<file path="src/rtl/mrt_pkg.sv">
package mrt_pkg;
    typedef enum logic [1:0] {
        ST_IDLE   = 2'd0,
        ST_ISSUE  = 2'd1,
        ST_FINISH = 2'd2
    } mrt_state_e;

    typedef struct packed {
        logic pre;
        logic up;
        logic load;
    } mrt_ctrl_t;
endpackage

</file>
<file path="src/rtl/mrt_popcount.sv">
module mrt_popcount #(
    parameter int NREG  = 16,
    parameter int CNT_W = $clog2(NREG + 1)
) (
    input  logic [NREG-1:0]  bits_i,
    output logic [CNT_W-1:0] count_o
);
    logic [CNT_W-1:0] partial [NREG+1];

    assign partial[0] = '0;
    for (genvar g = 0; g < NREG; g++) begin : g_sum
        assign partial[g+1] = partial[g] + CNT_W'(bits_i[g]);
    end
    assign count_o = partial[NREG];
endmodule

</file>
<file path="src/rtl/mrt_addr_plan.sv">
module mrt_addr_plan #(
    parameter int ADDR_W     = 32,
    parameter int CNT_W      = 5,
    parameter int WORD_BYTES = 4
) (
    input  logic [ADDR_W-1:0] base_i,
    input  logic [CNT_W-1:0]  count_i,
    input  logic              pre_i,
    input  logic              up_i,
    output logic [ADDR_W-1:0] first_o,
    output logic [ADDR_W-1:0] wb_o
);
    localparam logic [ADDR_W-1:0] STEP = ADDR_W'(WORD_BYTES);

    logic [ADDR_W-1:0] span;
    logic [ADDR_W-1:0] low_edge;

    assign span     = ADDR_W'(count_i) * STEP;
    assign low_edge = base_i - span;

    always_comb begin
        unique case ({pre_i, up_i})
            2'b01:   first_o = base_i;
            2'b11:   first_o = base_i + STEP;
            2'b00:   first_o = low_edge + STEP;
            default: first_o = low_edge;
        endcase
        wb_o = up_i ? (base_i + span) : low_edge;
    end
endmodule

</file>
<file path="src/rtl/mrt_pick.sv">
module mrt_pick #(
    parameter int NREG  = 16,
    parameter int IDX_W = $clog2(NREG)
) (
    input  logic [NREG-1:0]  mask_i,
    output logic [IDX_W-1:0] idx_o,
    output logic [NREG-1:0]  rest_o
);
    logic [NREG-1:0] lowest;

    assign lowest = mask_i & (~mask_i + NREG'(1));
    assign rest_o = mask_i & ~lowest;

    always_comb begin
        idx_o = '0;
        for (int i = 0; i < NREG; i++) begin
            if (lowest[i]) idx_o = IDX_W'(i);
        end
    end
endmodule

</file>
<file path="src/rtl/mrt_seq.sv">
module mrt_seq
    import mrt_pkg::*;
#(
    parameter int ADDR_W     = 32,
    parameter int NREG       = 16,
    parameter int WORD_BYTES = 4,
    parameter int IDX_W      = $clog2(NREG)
) (
    input  logic              clk,
    input  logic              rst_n,
    input  logic              start_i,
    input  logic [ADDR_W-1:0] base_i,
    input  logic [NREG-1:0]   reg_list_i,
    input  logic              pre_i,
    input  logic              up_i,
    input  logic              load_i,
    input  logic              mem_ready_i,
    output logic              busy_o,
    output logic              acc_valid_o,
    output logic [ADDR_W-1:0] acc_addr_o,
    output logic [IDX_W-1:0]  acc_reg_o,
    output logic              acc_load_o,
    output logic              done_o,
    output logic [ADDR_W-1:0] wb_addr_o
);
    localparam int CNT_W = $clog2(NREG + 1);
    localparam logic [ADDR_W-1:0] STEP = ADDR_W'(WORD_BYTES);

    mrt_state_e        state_q, state_d;
    mrt_ctrl_t         ctrl_q;
    logic [NREG-1:0]   remain_q;
    logic [ADDR_W-1:0] addr_q;
    logic [ADDR_W-1:0] wb_q;

    logic [CNT_W-1:0]  req_count;
    logic [ADDR_W-1:0] plan_first;
    logic [ADDR_W-1:0] plan_wb;
    logic [IDX_W-1:0]  pick_idx;
    logic [NREG-1:0]   pick_rest;
    logic              accept;

    mrt_popcount #(.NREG(NREG), .CNT_W(CNT_W)) u_count (
        .bits_i  (reg_list_i),
        .count_o (req_count)
    );

    mrt_addr_plan #(.ADDR_W(ADDR_W), .CNT_W(CNT_W), .WORD_BYTES(WORD_BYTES)) u_plan (
        .base_i  (base_i),
        .count_i (req_count),
        .pre_i   (pre_i),
        .up_i    (up_i),
        .first_o (plan_first),
        .wb_o    (plan_wb)
    );

    mrt_pick #(.NREG(NREG), .IDX_W(IDX_W)) u_pick (
        .mask_i (remain_q),
        .idx_o  (pick_idx),
        .rest_o (pick_rest)
    );

    assign accept = (state_q == ST_ISSUE) && mem_ready_i;

    // next-state logic
    always_comb begin
        state_d = state_q;
        unique case (state_q)
            ST_IDLE: begin
                if (start_i) state_d = (reg_list_i == '0) ? ST_FINISH : ST_ISSUE;
            end
            ST_ISSUE: begin
                if (mem_ready_i && (pick_rest == '0)) state_d = ST_FINISH;
            end
            ST_FINISH: state_d = ST_IDLE;
            default:   state_d = ST_IDLE;
        endcase
    end

    // state register
    always_ff @(posedge clk or negedge rst_n) begin
        if (!rst_n) state_q <= ST_IDLE;
        else        state_q <= state_d;
    end

    // datapath registers
    always_ff @(posedge clk or negedge rst_n) begin
        if (!rst_n) begin
            ctrl_q   <= '0;
            remain_q <= '0;
            addr_q   <= '0;
            wb_q     <= '0;
        end else if ((state_q == ST_IDLE) && start_i) begin
            ctrl_q   <= '{pre: pre_i, up: up_i, load: load_i};
            remain_q <= reg_list_i;
            addr_q   <= plan_first;
            wb_q     <= plan_wb;
        end else if (accept) begin
            remain_q <= pick_rest;
            addr_q   <= addr_q + STEP;
        end
    end

    // outputs
    always_comb begin
        busy_o      = 1'b0;
        acc_valid_o = 1'b0;
        done_o      = 1'b0;
        unique case (state_q)
            ST_IDLE:   ;
            ST_ISSUE:  begin busy_o = 1'b1; acc_valid_o = 1'b1; end
            ST_FINISH: begin busy_o = 1'b1; done_o = 1'b1; end
            default:   ;
        endcase
        acc_addr_o = addr_q;
        acc_reg_o  = pick_idx;
        acc_load_o = ctrl_q.load;
        wb_addr_o  = wb_q;
    end
endmodule

</file>
<file path="config.mk">
export PLATFORM = sky130hd
export DESIGN_NAME = mrt_seq
export DESIGN_NICKNAME = d
export VERILOG_FILES = /design/src/rtl/mrt_pkg.sv /design/src/rtl/mrt_popcount.sv /design/src/rtl/mrt_addr_plan.sv /design/src/rtl/mrt_pick.sv /design/src/rtl/mrt_seq.sv
export SDC_FILE = /design/constraint.sdc
export NUM_CORES = 1
export LEC_CHECK = 0
export BUFFER_PORTS_ARGS = -buffer_cell sky130_fd_sc_hd__buf_2
export CORE_MARGIN = 10
export CORE_UTILIZATION = 45
export DETAILED_ROUTE_END_ITERATION = 8
export PLACE_DENSITY = 0.66
export SETUP_SLACK_MARGIN = 0.02
export SLEW_MARGIN = 40
export SYNTH_ARGS = -nofsm -noshare
export SYNTH_HDL_FRONTEND = slang
export SYNTH_SLANG_ARGS = --single-unit
</file>
<file path="constraint.sdc">
create_clock -name clk -period 3.3 [get_ports clk]
set_clock_uncertainty 0.05 [all_clocks]
set_input_delay 0 -clock clk [delete_from_list [all_inputs] [get_ports clk]]
set_output_delay 0 -clock clk [all_outputs]
set_load 0.02 [all_outputs]
</file>
### After elaboration in Yosys (flattened, before gate mapping)

Cells that the tools add are included.

| operators by class | value |
|---|---|
| add/sub/neg operators | 21 |
| equality and inequality tests | 6 |
| multiplexer cells | 28 |
| bitwise gates (word level) | 4 |
| reductions and logical operators | 10 |

Operator list:

| operator | number |
|---|---|
| $add 32x3->32 const B | 3 |
| $mux 32 | 3 |
| $pmux 32 s3 | 1 |
| $add 5x1->5 | 14 |
| $add 32x7->32 | 1 |
| $and 16x16->16 | 2 |
| $logic_not 16->1 | 2 |
| $mux 16 | 2 |
| $mux 4 | 8 |
| $not 16->16 | 2 |
| $sub 32x7->32 | 1 |
| $add 16x1->16 const B | 1 |
| $mux 3 | 4 |
| $mux 2 | 5 |
| $eq 2x1->1 const B | 2 |
| $eq 2x2->1 const B | 2 |
| $logic_not 2->1 | 2 |
| $mux 1 | 4 |
| $pmux 2 s2 | 1 |
| $logic_and 1x1->1 | 3 |
| $add 1x1->2 | 1 |
| $ne 2x1->1 const B | 1 |
| $ne 2x2->1 const B | 1 |
| $reduce_and 2->1 | 1 |
| 2 further kinds | 2 |

| word-level totals | value |
|---|---|
| bits in registers | 83 |
| input port bits | 55 |
| output and inout bits | 72 |
| word-level logic and storage cells | 74 |

### Logic depth before layout (Yosys ltp)

| logic depth | value |
|---|---|
| depth after elaboration | 19 |
| gate-level depth with buffers | 27 |
| mapped depth without buffers | 26 |

### Modules after synthesis

A second synthesis with hierarchy kept.

| unflattened totals | value |
|---|---|
| cell total of the unflattened synthesis | 1042 |
| area total of the unflattened synthesis | 8330.5 um^2 |

By module, submodules not included:

| module | times used | cells each | area each (um^2) | sequential area each (um^2) |
|---|---|---|---|---|
| mrt_seq | 1 | 355 | 3896.2 | 2077.0 |
| mrt_addr_plan | 1 | 598 | 3748.6 | 0.0 |
| mrt_popcount | 1 | 41 | 385.4 | 0.0 |
| mrt_pick | 1 | 48 | 300.3 | 0.0 |

### Worst setup path after synthesis

No wires, ideal clock.

| timing | value |
|---|---|
| kind | input-to-reg |
| start | in reg_list_i[2] |
| end | reg addr_q[24], in the netlist acc_addr_o[24] |
| library setup time | 0.128 ns |
| arrival | 5.952 ns |
| required time | 3.122 ns |
| path slack | -2.829 ns |
| cell stages on the path | 19 |
| buffers on the path | 0 |
| cells stage by stage | inv_1 -> fa_1 -> fa_1 -> fa_1 -> fa_1 -> fa_1 -> fa_1 -> inv_1 -> ha_1 -> or2_1 -> a2111oi_2 -> o21ai_0 -> a222oi_1 -> nand2_1 -> nor4_2 -> mux2i_1 -> nand2_1 -> nor3_1 -> a211oi_2 |

| on the way | value |
|---|---|
| cells in the longest elaborated chain, start to end | 18 |

RTL lines:

| element | RTL line | source |
|---|---|---|
| start, declared | mrt_seq.sv:13 | `input logic [NREG-1:0] reg_list_i,` |
| $add 5x1->5 * (14 in series) | mrt_popcount.sv:12 | `assign partial[g+1] = partial[g] + CNT_W'(bits_i[g]);` |
| $sub 32x7->32 * | mrt_addr_plan.sv:19 | `assign low_edge = base_i - span;` |
| $add 32x3->32 | mrt_addr_plan.sv:25 | `2'b00: first_o = low_edge + STEP;` |
| $pmux 32 s3 * | mrt_addr_plan.sv:22 | `unique case ({pre_i, up_i})` |
| $mux 32 * | mrt_seq.sv:92 | `end else if ((state_q == ST_IDLE) && start_i) begin` |
| end signal, assigned | mrt_seq.sv:95 | `addr_q <= plan_first;` |
| end signal, assigned | mrt_seq.sv:99 | `addr_q <= addr_q + STEP;` |
| end, declared | mrt_seq.sv:32 | `logic [ADDR_W-1:0] addr_q;` |

Mark *: on every way between the ends. The rest lies on a longest branch, timed or not.
A chain may end at the register's enable or synchronous reset.

### Worst setup path after layout

| timing | value |
|---|---|
| start | in reg_list_i[2] |
| end | reg addr_q[21], in the netlist acc_addr_o[21] |

Same word-level chain as after synthesis.

==> impl_results.md <==
- Endpoints failing setup: between 50 and 60
- Fraction of final layout cells with drive strength greater than 1: 0.433
- Synth async-reset ratio: 1.00
- GRT overflow: 0
- VDD IR max: ~0.52 mV
- Library cell with the largest summed area after synthesis: dfrtp_1
- Length of the first detailed-routing pass in iterations: 6
- Critical path data arrival time: roughly 6 ns
- Final sum of negative setup slack: -110.85 ns
- Mapped Avg Cell Area: roughly 7.5 sq um
- Number of nets in the layout: roughly 1500
- # rows: 48
- Reported leakage power: 5.39 nW
- Maximum clock frequency: around 0.17 GHz
- Post-detailed-route DRC marker count: 0
- Floorplan die area: about 24000 sq um
- Power Total: about 10 mW
- Worst EP required: 3.55 ns
- Avg WL per Cell: between 15 and 20 microns
- Type of origin of the critical path: input port
- Mapped Nets: around 1200
- CP Cell Sequence: buf_6 > inv_4 > fa_1 > fa_1 > fa_1 > fa_1 > fa_2 > fa_2 > nor2b_1 > o21a_1 > inv_2 > ha_4 > or2_4 > or4_4 > or4_4 > a22oi_2 > buf_4 > o2111ai_4 > or2_4 > o31ai_4 > a221oi_2 > a21oi_1 > o21a_1
- Height of the chip: 154 microns
- Sequential share of the synthesized area: 0.257
- Post-synthesis instance area: a little over 8000 sq um
- Vias per Instance: slightly below 6
- Setup repair after global routing missed its margin: yes
- Area share of the largest cell type after synthesis: 0.257
- First-pass GRT wire length: between 50000 and 60000 microns
- Remaining max-slew budget at the tightest pin: 0.476
- Kind of end point of the critical path: flop
- Total via count in the routed design: between 9000 and 10000
- Crit Path Category: input port to flop
- Dominant cell type by count on the critical path: fa_1
- Max Cap Violations: 0
- Syn Inst Count: 1078
- GRT Resource Usage Total: 0.259
- Number of sinks driven by the clock tree: 83
- Number of buffer and inverter instances along the worst setup path: 4
- Result of the run: complete, but fails checks
- Port Buf Inserts: around 130
- Bufs on Longest Clock Path: 2
- Number of violations reported at the end of detailed-routing iteration 0: between 800 and 900
- Slowest stage cell on the critical path: fa_1
- Post-synth EDFFs: 0
- Max-slew violations: 0
- Vias in the first global route: between 9000 and 10000
- Worst-case register-to-register setup slack: 0.28 ns
- Library cells used by synthesis: between 70 and 80
- Clock buffers created by TritonCTS: 9
- Core region area: between 15000 and 20000 sq um
- Largest fanout of any net on the critical path: 3
- Number of antenna violations at the first check in global routing: 1
- Antenna Nets Post-Route: 0
- #FFs+latches synth: 83
- Yosys Warn Count: 0
- Area contributors post-synth: dfrtp_1 26%, nand2_1 6.4%, xnor2_1 6.3%
- Worst slew pin tran: ~0.78 ns
- Top-level I/O count: ~130
- Minimum setup slack after placement: -2.88 ns
- Post-Place Cell Area: approximately 11000 sq um
- Final WS setup: -2.49 ns
- Register clock-pin slew on the reported worst setup and hold paths: 0.07 ns
- Area Overhead vs Synth: 57.0%
- Period utilisation layout: 1.76
- Failing checks: negative setup slack
- Hold violation count in the final report: 0
- Clock latency at the later pin of the worst-skew pair: between 0.3 and 0.4 ns
- DP HPWL: ~23000 microns
- FILL cells: approximately 1300
- Clock tree from TritonCTS: done
- Class of the most critical hold timing path: input port to flop
- Clock root buffer: clkbuf_16
- Starting density of the core: 0.464
- Cell Pwr Density: approximately 800 nW/um^2
- Gpl congestion: just under 1
- CP top delay family: adder cells
- Die Span X: 154 microns
- Longest individual stage delay on the worst path: ~0.54 ns
- Maximum number of pins on one net before global-route repair: 76
- Design Area, Final: approximately 13000 sq um
- Post-synth top flop: dfrtp_1
- Final wirelength: ~32000 microns
- Crit path time final: 5.79 ns
- Htree depth: 3
-- cell type report --
| cell class | count | area (sq um) | area share |
|---|---|---|---|
| Multi-Input combinational cell | 870 | 6950 | 0.548 |
| Inverter | 53 | 211 | 0.0167 |
| Clock buffer | 9 | 225 | 0.0178 |
| Clock inverter | 7 | 108 | 0.00849 |
| Sequential cell | 83 | 2080 | 0.164 |
| Antenna cell | 1 | 2.50 | 0.000197 |
| Tap cell | 225 | 282 | 0.0222 |
| Timing Repair Buffer | 377 | 2820 | 0.223 |
-- state kept, by name, summed over array words and instances, names as in the netlist --
register / count
state_q: 2
acc_load_o: 1
acc_addr_o: 32
wb_addr_o: 32
remain_q: 16
-- where the power goes --
group / internal [mW] / switching, mW
logic: 3.25 / 3.72
clock network: 0.679 / 0.496
registers: 1.50 / 0.489
-- repair_timing --
action                                  CTS  global route
resized for setup                       181            99
endpoints found under the setup margin   59            59
buffers inserted                         30            19
pin swaps                                73            65
endpoints found under the hold margin    89             0
hold buffers                             14             0
cloned                                    1             0
-- placed cells by master, fill, tap and decap left out, drive strengths merged, types with 14 or more instances in the layout --
cell / synthesis / routed
xor2: 46 / 46
nor3: 33 / 33
a21oi: 83 / 83
nor2: 87 / 87
buf: 7 / 363
o21ai: 89 / 89
nand4: 16 / 16
nand2: 138 / 138
nand3: 45 / 45
a211oi: 14 / 14
inv: 53 / 56
nor4: 20 / 20
xnor2: 58 / 58
dfrtp: 83 / 83
ha: 26 / 26
dlygate4sd3: 0 / 14
-- stage by stage --
stage | hold WS (ns) | std cells | util
floorplan | -0.346 | 1078 | -
global placement | 0.142 | 1553 | 0.613
detailed placement | 0.0373 | 1553 | 0.613
CTS | 0.00199 | 1613 | 0.696
global route | 0.00759 | 1624 | 0.728
finish | 0.00220 | 1625 | 0.728
-- logic make-up after synthesis --
group	after synthesis	synth area share
muxes	5	0.00620
and+or+nand+nor	432	0.266
AOI/OAI and AO/OA	288	0.225
DFF	83	0.257
adders and majority gates	41	0.0738
buffers and inverters	125	0.0586
xor gates and xnor gates	104	0.113
-- cell usage after synthesis, types with 16 or more instances --
master	instances
ha_1	26
o21ai_0	85
a21oi_1	83
nor3_1	30
xnor2_1	58
nor4_1	17
nand3_1	45
nand4_1	16
dfrtp_1	83
xor2_1	46
clkbuf_1	65
nor2_1	87
inv_1	52
nand2_1	138
-- tightest hold or removal path: cells and delay by family --
family	cells	cell delay, ns
buffers and inverters	3	0.30
AOI/OAI and AO/OA	1	0.07
-- worst paths after layout --
kind,startpoint,to,cells past startpoint
worst max-delay path,reg_list_i[2],acc_addr_o[21],23
worst min-delay path,reg_list_i[15],remain_q[15],4
worst max register to register,remain_q[6],state_q[0],10
worst min register to register,acc_load_o,acc_load_o,2
max in group asynchronous,rst_n,remain_q[5],3
min in group asynchronous,rst_n,remain_q[15],2
-- per-layer routing --
metal	GRT usage	wire length (microns)	vias to the layer above
met4	0.122	1540	0
met2	0.438	15900	443
met1	0.312	12900	4580
li1	-	-	4460
met3	0.0449	2130	111
met5	0	0	-
No activity file was read; power rests on OpenSTA's default activity.
